[config.mk]
export PLATFORM = sky130hd
export DESIGN_NAME = fwh_remap_window
export DESIGN_NICKNAME = d
export VERILOG_FILES = /design/src/rtl/fwh_remap_pkg.sv /design/src/rtl/fwh_remap_regs.sv /design/src/rtl/fwh_remap_xlate.sv /design/src/rtl/fwh_remap_window.sv
export SDC_FILE = /design/constraint.sdc
export NUM_CORES = 1
export LEC_CHECK = 0
export BUFFER_PORTS_ARGS = -buffer_cell sky130_fd_sc_hd__buf_2
export CAP_MARGIN = 20
export CORE_MARGIN = 2
export CORE_UTILIZATION = 48
export DETAILED_ROUTE_END_ITERATION = 7
export GPL_TIMING_DRIVEN = 1
export PLACE_DENSITY = 0.84
export REMOVE_ABC_BUFFERS = 1
export SYNTH_ARGS = -nofsm -noshare
export SYNTH_HDL_FRONTEND = slang
export SYNTH_SLANG_ARGS = --single-unit
[constraint.sdc]
create_clock -name clk_i -period 1.5 [get_ports clk_i]
set_input_delay 0.225 -clock clk_i [delete_from_list [all_inputs] [get_ports clk_i]]
set_output_delay 0.225 -clock clk_i [all_outputs]
set_load 0.01 [all_outputs]
[src/rtl/fwh_remap_pkg.sv]
package fwh_remap_pkg;

  localparam int unsigned REG_OFS_W = 4;

  // Bit positions decoded by software; keep fixed.
  localparam int unsigned FWD_BIT  = 8;
  localparam int unsigned FWH_BIT  = 10;
  localparam int unsigned MODE_BIT = 17;

  typedef enum logic [1:0] {
    SEL_ENABLE = 2'd0,
    SEL_MODE   = 2'd1,
    SEL_BASE   = 2'd2,
    SEL_MASK   = 2'd3
  } reg_sel_e;

endpackage

[src/rtl/fwh_remap_regs.sv]
module fwh_remap_regs
  import fwh_remap_pkg::*;
#(
  parameter int unsigned DATA_W = 32
) (
  input  logic                 clk_i,
  input  logic                 rst_ni,
  input  logic [REG_OFS_W-1:0] reg_addr_i,
  input  logic                 reg_wr_i,
  input  logic                 reg_rd_i,
  input  logic [DATA_W-1:0]    reg_wdata_i,
  output logic [DATA_W-1:0]    reg_rdata_o,
  input  logic [DATA_W-1:0]    stat_set_i,
  output logic                 en_fwd_o,
  output logic                 en_fwh_o,
  output logic                 mode_o,
  output logic [DATA_W-1:0]    stat_o,
  output logic [DATA_W-1:0]    base_o,
  output logic [DATA_W-1:0]    mask_o
);

  localparam logic [DATA_W-1:0] STAT_MASK = ~(DATA_W'(1) << MODE_BIT);

  logic              aligned;
  reg_sel_e          sel;
  logic              wr_enable, wr_mode, wr_base, wr_mask;
  logic              en_fwd_q, en_fwd_d;
  logic              en_fwh_q, en_fwh_d;
  logic              mode_q, mode_d;
  logic [DATA_W-1:0] stat_q, stat_d;
  logic [DATA_W-1:0] set_eff;
  logic [DATA_W-1:0] base_q, mask_q;
  logic [DATA_W-1:0] rd_mux, rdata_q, rdata_d;

  // Decode
  always_comb begin
    aligned   = (reg_addr_i[1:0] == 2'b00);
    sel       = reg_sel_e'(reg_addr_i[3:2]);
    wr_enable = reg_wr_i && aligned && (sel == SEL_ENABLE);
    wr_mode   = reg_wr_i && aligned && (sel == SEL_MODE);
    wr_base   = reg_wr_i && aligned && (sel == SEL_BASE);
    wr_mask   = reg_wr_i && aligned && (sel == SEL_MASK);
  end

  // Next state of enable and mode bits
  always_comb begin
    en_fwd_d = wr_enable ? reg_wdata_i[FWD_BIT] : en_fwd_q;
    en_fwh_d = wr_enable ? reg_wdata_i[FWH_BIT] : en_fwh_q;
    mode_d   = wr_mode   ? reg_wdata_i[MODE_BIT] : mode_q;
  end

  assign set_eff = stat_set_i & STAT_MASK;

  // Status flags: set has priority over write-one-to-clear
  for (genvar b = 0; b < DATA_W; b++) begin : g_stat
    if (b == MODE_BIT) begin : g_hole
      assign stat_d[b] = 1'b0;
    end else begin : g_flag
      assign stat_d[b] = set_eff[b] | (stat_q[b] & ~(wr_mode & reg_wdata_i[b]));
    end
  end

  // Read mux
  always_comb begin
    rd_mux = '0;
    if (aligned) begin
      unique case (sel)
        SEL_ENABLE: begin
          rd_mux[FWD_BIT] = en_fwd_q;
          rd_mux[FWH_BIT] = en_fwh_q;
        end
        SEL_MODE: begin
          rd_mux           = stat_q;
          rd_mux[MODE_BIT] = mode_q;
        end
        SEL_BASE: rd_mux = base_q;
        SEL_MASK: rd_mux = mask_q;
        default:  rd_mux = '0;
      endcase
    end
    rdata_d = reg_rd_i ? rd_mux : rdata_q;
  end

  // Registers
  always_ff @(posedge clk_i or negedge rst_ni) begin
    if (!rst_ni) begin
      en_fwd_q <= 1'b0;
      en_fwh_q <= 1'b0;
      mode_q   <= 1'b0;
      stat_q   <= '0;
      rdata_q  <= '0;
    end else begin
      en_fwd_q <= en_fwd_d;
      en_fwh_q <= en_fwh_d;
      mode_q   <= mode_d;
      stat_q   <= stat_d;
      rdata_q  <= rdata_d;
    end
  end

  always_ff @(posedge clk_i or negedge rst_ni) begin
    if (!rst_ni) begin
      base_q <= '0;
    end else if (wr_base) begin
      base_q <= reg_wdata_i;
    end
  end

  always_ff @(posedge clk_i or negedge rst_ni) begin
    if (!rst_ni) begin
      mask_q <= '0;
    end else if (wr_mask) begin
      mask_q <= reg_wdata_i;
    end
  end

  assign reg_rdata_o = rdata_q;
  assign en_fwd_o    = en_fwd_q;
  assign en_fwh_o    = en_fwh_q;
  assign mode_o      = mode_q;
  assign stat_o      = stat_q;
  assign base_o      = base_q;
  assign mask_o      = mask_q;

endmodule

[src/rtl/fwh_remap_xlate.sv]
module fwh_remap_xlate #(
  parameter int unsigned ADDR_W    = 32,
  parameter int unsigned GRAN_BITS = 16,
  localparam int unsigned UP_W     = ADDR_W - GRAN_BITS
) (
  input  logic              clk_i,
  input  logic              rst_ni,
  input  logic [UP_W-1:0]   local_base_i,
  input  logic [UP_W-1:0]   host_base_i,
  input  logic [UP_W-1:0]   repl_mask_i,
  input  logic [UP_W-1:0]   keep_mask_i,
  input  logic              en_fwd_i,
  input  logic              en_fwh_i,
  input  logic              req_valid_i,
  input  logic [ADDR_W-1:0] req_addr_i,
  output logic              hit_o,
  output logic              fwd_o,
  output logic [ADDR_W-1:0] addr_o
);

  logic [UP_W-1:0]   req_up;
  logic [UP_W-1:0]   new_up;
  logic              match;
  logic              hit_d, hit_q;
  logic              fwd_d, fwd_q;
  logic [ADDR_W-1:0] addr_d, addr_q;

  always_comb begin
    req_up = req_addr_i[ADDR_W-1:GRAN_BITS];
    match  = (((req_up ^ host_base_i) & repl_mask_i) == '0);
    new_up = (local_base_i & repl_mask_i) | (req_up & keep_mask_i);
    hit_d  = req_valid_i && match;
    fwd_d  = hit_d && en_fwd_i && en_fwh_i;
    addr_d = hit_d ? {new_up, req_addr_i[GRAN_BITS-1:0]} : '0;
  end

  always_ff @(posedge clk_i or negedge rst_ni) begin
    if (!rst_ni) begin
      hit_q  <= 1'b0;
      fwd_q  <= 1'b0;
      addr_q <= '0;
    end else begin
      hit_q  <= hit_d;
      fwd_q  <= fwd_d;
      addr_q <= addr_d;
    end
  end

  assign hit_o  = hit_q;
  assign fwd_o  = fwd_q;
  assign addr_o = addr_q;

endmodule

[src/rtl/fwh_remap_window.sv]
module fwh_remap_window
  import fwh_remap_pkg::*;
#(
  parameter int unsigned ADDR_W    = 32,
  parameter int unsigned GRAN_BITS = 16
) (
  input  logic                 clk_i,
  input  logic                 rst_ni,
  input  logic [REG_OFS_W-1:0] reg_addr_i,
  input  logic                 reg_wr_i,
  input  logic                 reg_rd_i,
  input  logic [ADDR_W-1:0]    reg_wdata_i,
  output logic [ADDR_W-1:0]    reg_rdata_o,
  input  logic [ADDR_W-1:0]    stat_set_i,
  input  logic                 req_valid_i,
  input  logic [ADDR_W-1:0]    req_addr_i,
  output logic                 hit_o,
  output logic                 fwd_en_o,
  output logic [ADDR_W-1:0]    local_addr_o,
  output logic                 fwh_mode_o
);

  localparam int unsigned DATA_W = ADDR_W;
  localparam int unsigned UP_W   = ADDR_W - GRAN_BITS;

  logic              en_fwd, en_fwh, mode;
  logic [DATA_W-1:0] stat_q, base_q, mask_q;

  fwh_remap_regs #(
    .DATA_W (DATA_W)
  ) u_regs (
    .clk_i       (clk_i),
    .rst_ni      (rst_ni),
    .reg_addr_i  (reg_addr_i),
    .reg_wr_i    (reg_wr_i),
    .reg_rd_i    (reg_rd_i),
    .reg_wdata_i (reg_wdata_i),
    .reg_rdata_o (reg_rdata_o),
    .stat_set_i  (stat_set_i),
    .en_fwd_o    (en_fwd),
    .en_fwh_o    (en_fwh),
    .mode_o      (mode),
    .stat_o      (stat_q),
    .base_o      (base_q),
    .mask_o      (mask_q)
  );

  fwh_remap_xlate #(
    .ADDR_W    (ADDR_W),
    .GRAN_BITS (GRAN_BITS)
  ) u_xlate (
    .clk_i        (clk_i),
    .rst_ni       (rst_ni),
    .local_base_i (base_q[DATA_W-1 -: UP_W]),
    .host_base_i  (base_q[UP_W-1:0]),
    .repl_mask_i  (mask_q[DATA_W-1 -: UP_W]),
    .keep_mask_i  (mask_q[UP_W-1:0]),
    .en_fwd_i     (en_fwd),
    .en_fwh_i     (en_fwh),
    .req_valid_i  (req_valid_i),
    .req_addr_i   (req_addr_i),
    .hit_o        (hit_o),
    .fwd_o        (fwd_en_o),
    .addr_o       (local_addr_o)
  );

  assign fwh_mode_o = mode;

endmodule

==> flow_summary.ini <==
[clock_network]
insertion_delay_ns = 0.43
tritoncts = built
ctsHtreeMaxLevel = 4
cts_root_buffer = clkbuf_16
cts_buffer_depth = 2
cts-buffers-inserted = 17
path_clk_slew_ns = 0.06
clkSinkCount = 164
postCtsSetupRepairBufs = 0

[die]
die_w_um = 125
core-area_um2 = 14500
die_h_um = 125
initial_core_util = 0.489
die_area_um2 = 15700
placementRows = 44
io_pins = 172

[synthesis]
synth_top_family_by_area = multiplexers
ys_top_cells_by_count = 164 x dfrtp_1, 94 x mux2_2, 52 x a22oi_1
syn_avg_cell_area_um2 = 12.7
synthAdderAreaFrac = 0
synth_compound_area_frac = 0.118
yosys.area_share.xor_xnor = 0.0198
synthMostInstantiatedCell = dfrtp_1
synth_mux_area_frac = 0.161
ys_seq_elements = 164
yosysTopAreaCell = dfrtp_1
syn-cell-area_um2 = 7080
synth_top_area_frac = 0.579
yosysWarnings = 0
ys_seq_area_frac = 0.579
syn_inst = 557
synthSimpleGateAreaFrac = 0.0726
async_flop_share = 1.00
yosysUniqueCellTypes = 28
synth_edf_count = 0
synth_flop_cell = dfrtp_1
synth_area_leaders = dfrtp_1 58%, mux2_2 15%, a22oi_1 5.5%

[place]
hpwl_um = 11900
gp_congestion = 0.774
place_ws_ns = -0.161
dp_cells = 914
portBuffers = 170

[global_routing]
grt_usage = 0.238
antenna_found_initial = 0
overflow = 0
grt_pass1_vias = 5642
grt_start_max_net_pins = 48
grt_pass1_wl_um = 29100

[timing]
hold_ws_ns = 0.0230
final_hold_viol_count = 0
slew_headroom = 0.674
worst_slack_ns = -0.149
tightestPinTransition_ns = 0.489
fmax_ghz = 0.606
rsz0062_at_grt = yes
setup_viol = 34
maxSlewViolCount = 0
skew_ns = 0.00933
fin_crit_sh = 1.10
post-route-min-period_ns = 1.65

[setup_path]
cp.required_ns = 1.84
crit-reg2reg-launch = u_regs.base_o[12]$_DFFE_PN0P_
endpoint_kind = flop
reg2reg_slack_ns = -0.15
worstReg2RegEnd = u_xlate.addr_o[17]$_DFF_PN0_
cp-start-kind = flop
r2r_cells = 6
critical_path_class = reg -> reg
path_max_fanout = 25
cp_data_arrival_time_ns = 1.99

[min_path]
hold_class = in -> reg
min_to = u_xlate.addr_o[2]$_DFF_PN0_
min_delay_path_depth = 3
hp-start = req_addr_i[2]

[routing]
viasPerCell = 5.44
drtIter0Drc = 309
num_vias = 5317
firstDrtPassIters = 4
detail-route-antenna-nets = 0
wl_per_cell_um = 18.3
wl_um = 17900
drc = 0

[power_and_ir_drop]
finalPower_uw = 12200
p_int_uw = 8900
p_per_area_nw_per_um2 = 1300
p_sw_uw = 3320
p_clk_frac = 0.364
sw_frac_of_total = 0.272
ir_drop_v = 0.000845
comb_power_share = 0.197
leakage_uw = 0.00436
seqPwrFrac = 0.439

[final_layout]
nets = 886
layout.cells.non_filler = 978
regArea_um2 = 4100
antennaDiodeCount = 0
multi_input_area_um2 = 2670
nFillCells = 1112
syn_to_final_growth_pct = 32.8
drive_above_1_share = 0.463
fin_util = 0.649

[status]
status = complete, but fails checks
violations = negative setup slack

[job]
maxCapViolations = 0
## kinds of logic after synthesis
| group | count (synthesis) |
|---|---|
| mux | 99 |
| buf+inv | 82 |
| simple gates | 79 |
| xor+xnor | 16 |
| compound gates | 117 |
| flops | 164 |
## area by class of cell
| type | instances | share of cell area |
|---|---|---|
| Timing Repair Buffer | 239 | 0.171 |
| Tap cell | 184 | 0.0245 |
| Clock buffer | 21 | 0.0490 |
| Inverter | 48 | 0.0192 |
| Sequential cell | 164 | 0.436 |
| Clock inverter | 11 | 0.0162 |
| Multi-Input combinational cell | 311 | 0.284 |
## flip-flops by register name, indices dropped and copies added, names as in the netlist
signal              flops
u_xlate.hit_o           1
u_xlate.addr_o         32
u_regs.stat_o          31
u_regs.mask_o          32
u_regs.en_fwh_o         1
u_regs.en_fwd_o         1
u_regs.reg_rdata_o     32
u_regs.mode_o           1
u_xlate.fwd_o           1
u_regs.base_o          32
## per-stage QoR
stage	setup TNS [ns]	area [um^2]
6_report	-3.32	9400
5_1_grt	-6.96	9400
4_1_cts	-4.49	9390
3_5_place_dp	-2.00	8450
3_3_place_gp	-0.763	8450
2_1_floorplan	-96.50	6910
## timing repair
item / in CTS / in global routing
hold buffers: 32 / 0
gates resized for setup: 3 / 2
hold endpoints to repair: 74 / 0
endpoints found under the setup margin: 34 / 34
pin swaps: 1 / 0
## worst max path at each step
| stage | start | to | depth (start not counted) | slack (ns) |
|---|---|---|---|---|
| finish | u_regs.base_o[12]$_DFFE_PN0P_ | u_xlate.addr_o[17]$_DFF_PN0_ | 6 | -0.15 |
| global route | u_regs.base_o[12]$_DFFE_PN0P_ | u_xlate.addr_o[28]$_DFF_PN0_ | 6 | -0.25 |
| CTS | u_regs.base_o[12]$_DFFE_PN0P_ | u_xlate.fwd_o$_DFF_PN0_ | 6 | -0.18 |
| detailed placement | u_regs.base_o[12]$_DFFE_PN0P_ | u_xlate.fwd_o$_DFF_PN0_ | 6 | -0.16 |
| global placement | u_regs.base_o[12]$_DFFE_PN0P_ | u_xlate.addr_o[31]$_DFF_PN0_ | 6 | -0.07 |
| floorplan | u_regs.base_o[4]$_DFFE_PN0P_ | u_xlate.addr_o[16]$_DFF_PN0_ | 4 | -0.95 |
## critical path, stage by stage (launching register included)
cell      delay, ns
dfrtp_1        0.38
xor2_1         0.15
a222oi_1       0.37
buf_4          0.19
nand4_4        0.09
buf_12         0.20
nor3_2         0.17
## power by group through the flow
stage	sequential [uW]	clock [uW]	combinational [uW]
after detailed placement	5440	0	2290
final	5370	4450	2410
after floorplan	5390	0	1250
after CTS	5360	4510	2400
after global placement	5410	0	2230
after global routing	5440	4710	2630
## cells in the final DEF, fill, tap and decap left out
master,Yosys,final
bufinv_16,0,3
a22oi_1,52,52
buf_4,1,24
nand4_4,0,1
nor3_2,29,31
clkinvlp_4,0,3
nand2_1,32,32
buf_2,18,169
a21boi_0,1,1
clkinv_4,0,4
nand3b_1,1,1
nor3_1,4,1
clkbuf_16,0,17
o22ai_1,30,30
o21ai_0,2,2
clkinv_2,0,1
clkbuf_8,0,2
buf_6,2,2
buf_12,0,12
nor2_2,1,1
nor3_4,0,1
xor2_1,16,16
mux4_2,2,2
dfrtp_1,164,164
nand4_1,2,2
dlygate4sd3_1,0,32
inv_1,48,48
clkbuf_1,11,2
a21o_1,31,31
nor2_1,3,2
nor2_4,0,1
and3_1,1,1
a222oi_1,1,1
mux2_1,3,3
mux2_2,94,94
nand3_1,4,4
and2b_1,1,1
## routing by layer
metal | track usage | routed length [um]
met4 | 0.0993 | 428
met5 | 0 | 0
met3 | 0.0501 | 970
met1 | 0.313 | 7840
met2 | 0.385 | 8670
Power figures use the tool's default switching activity.
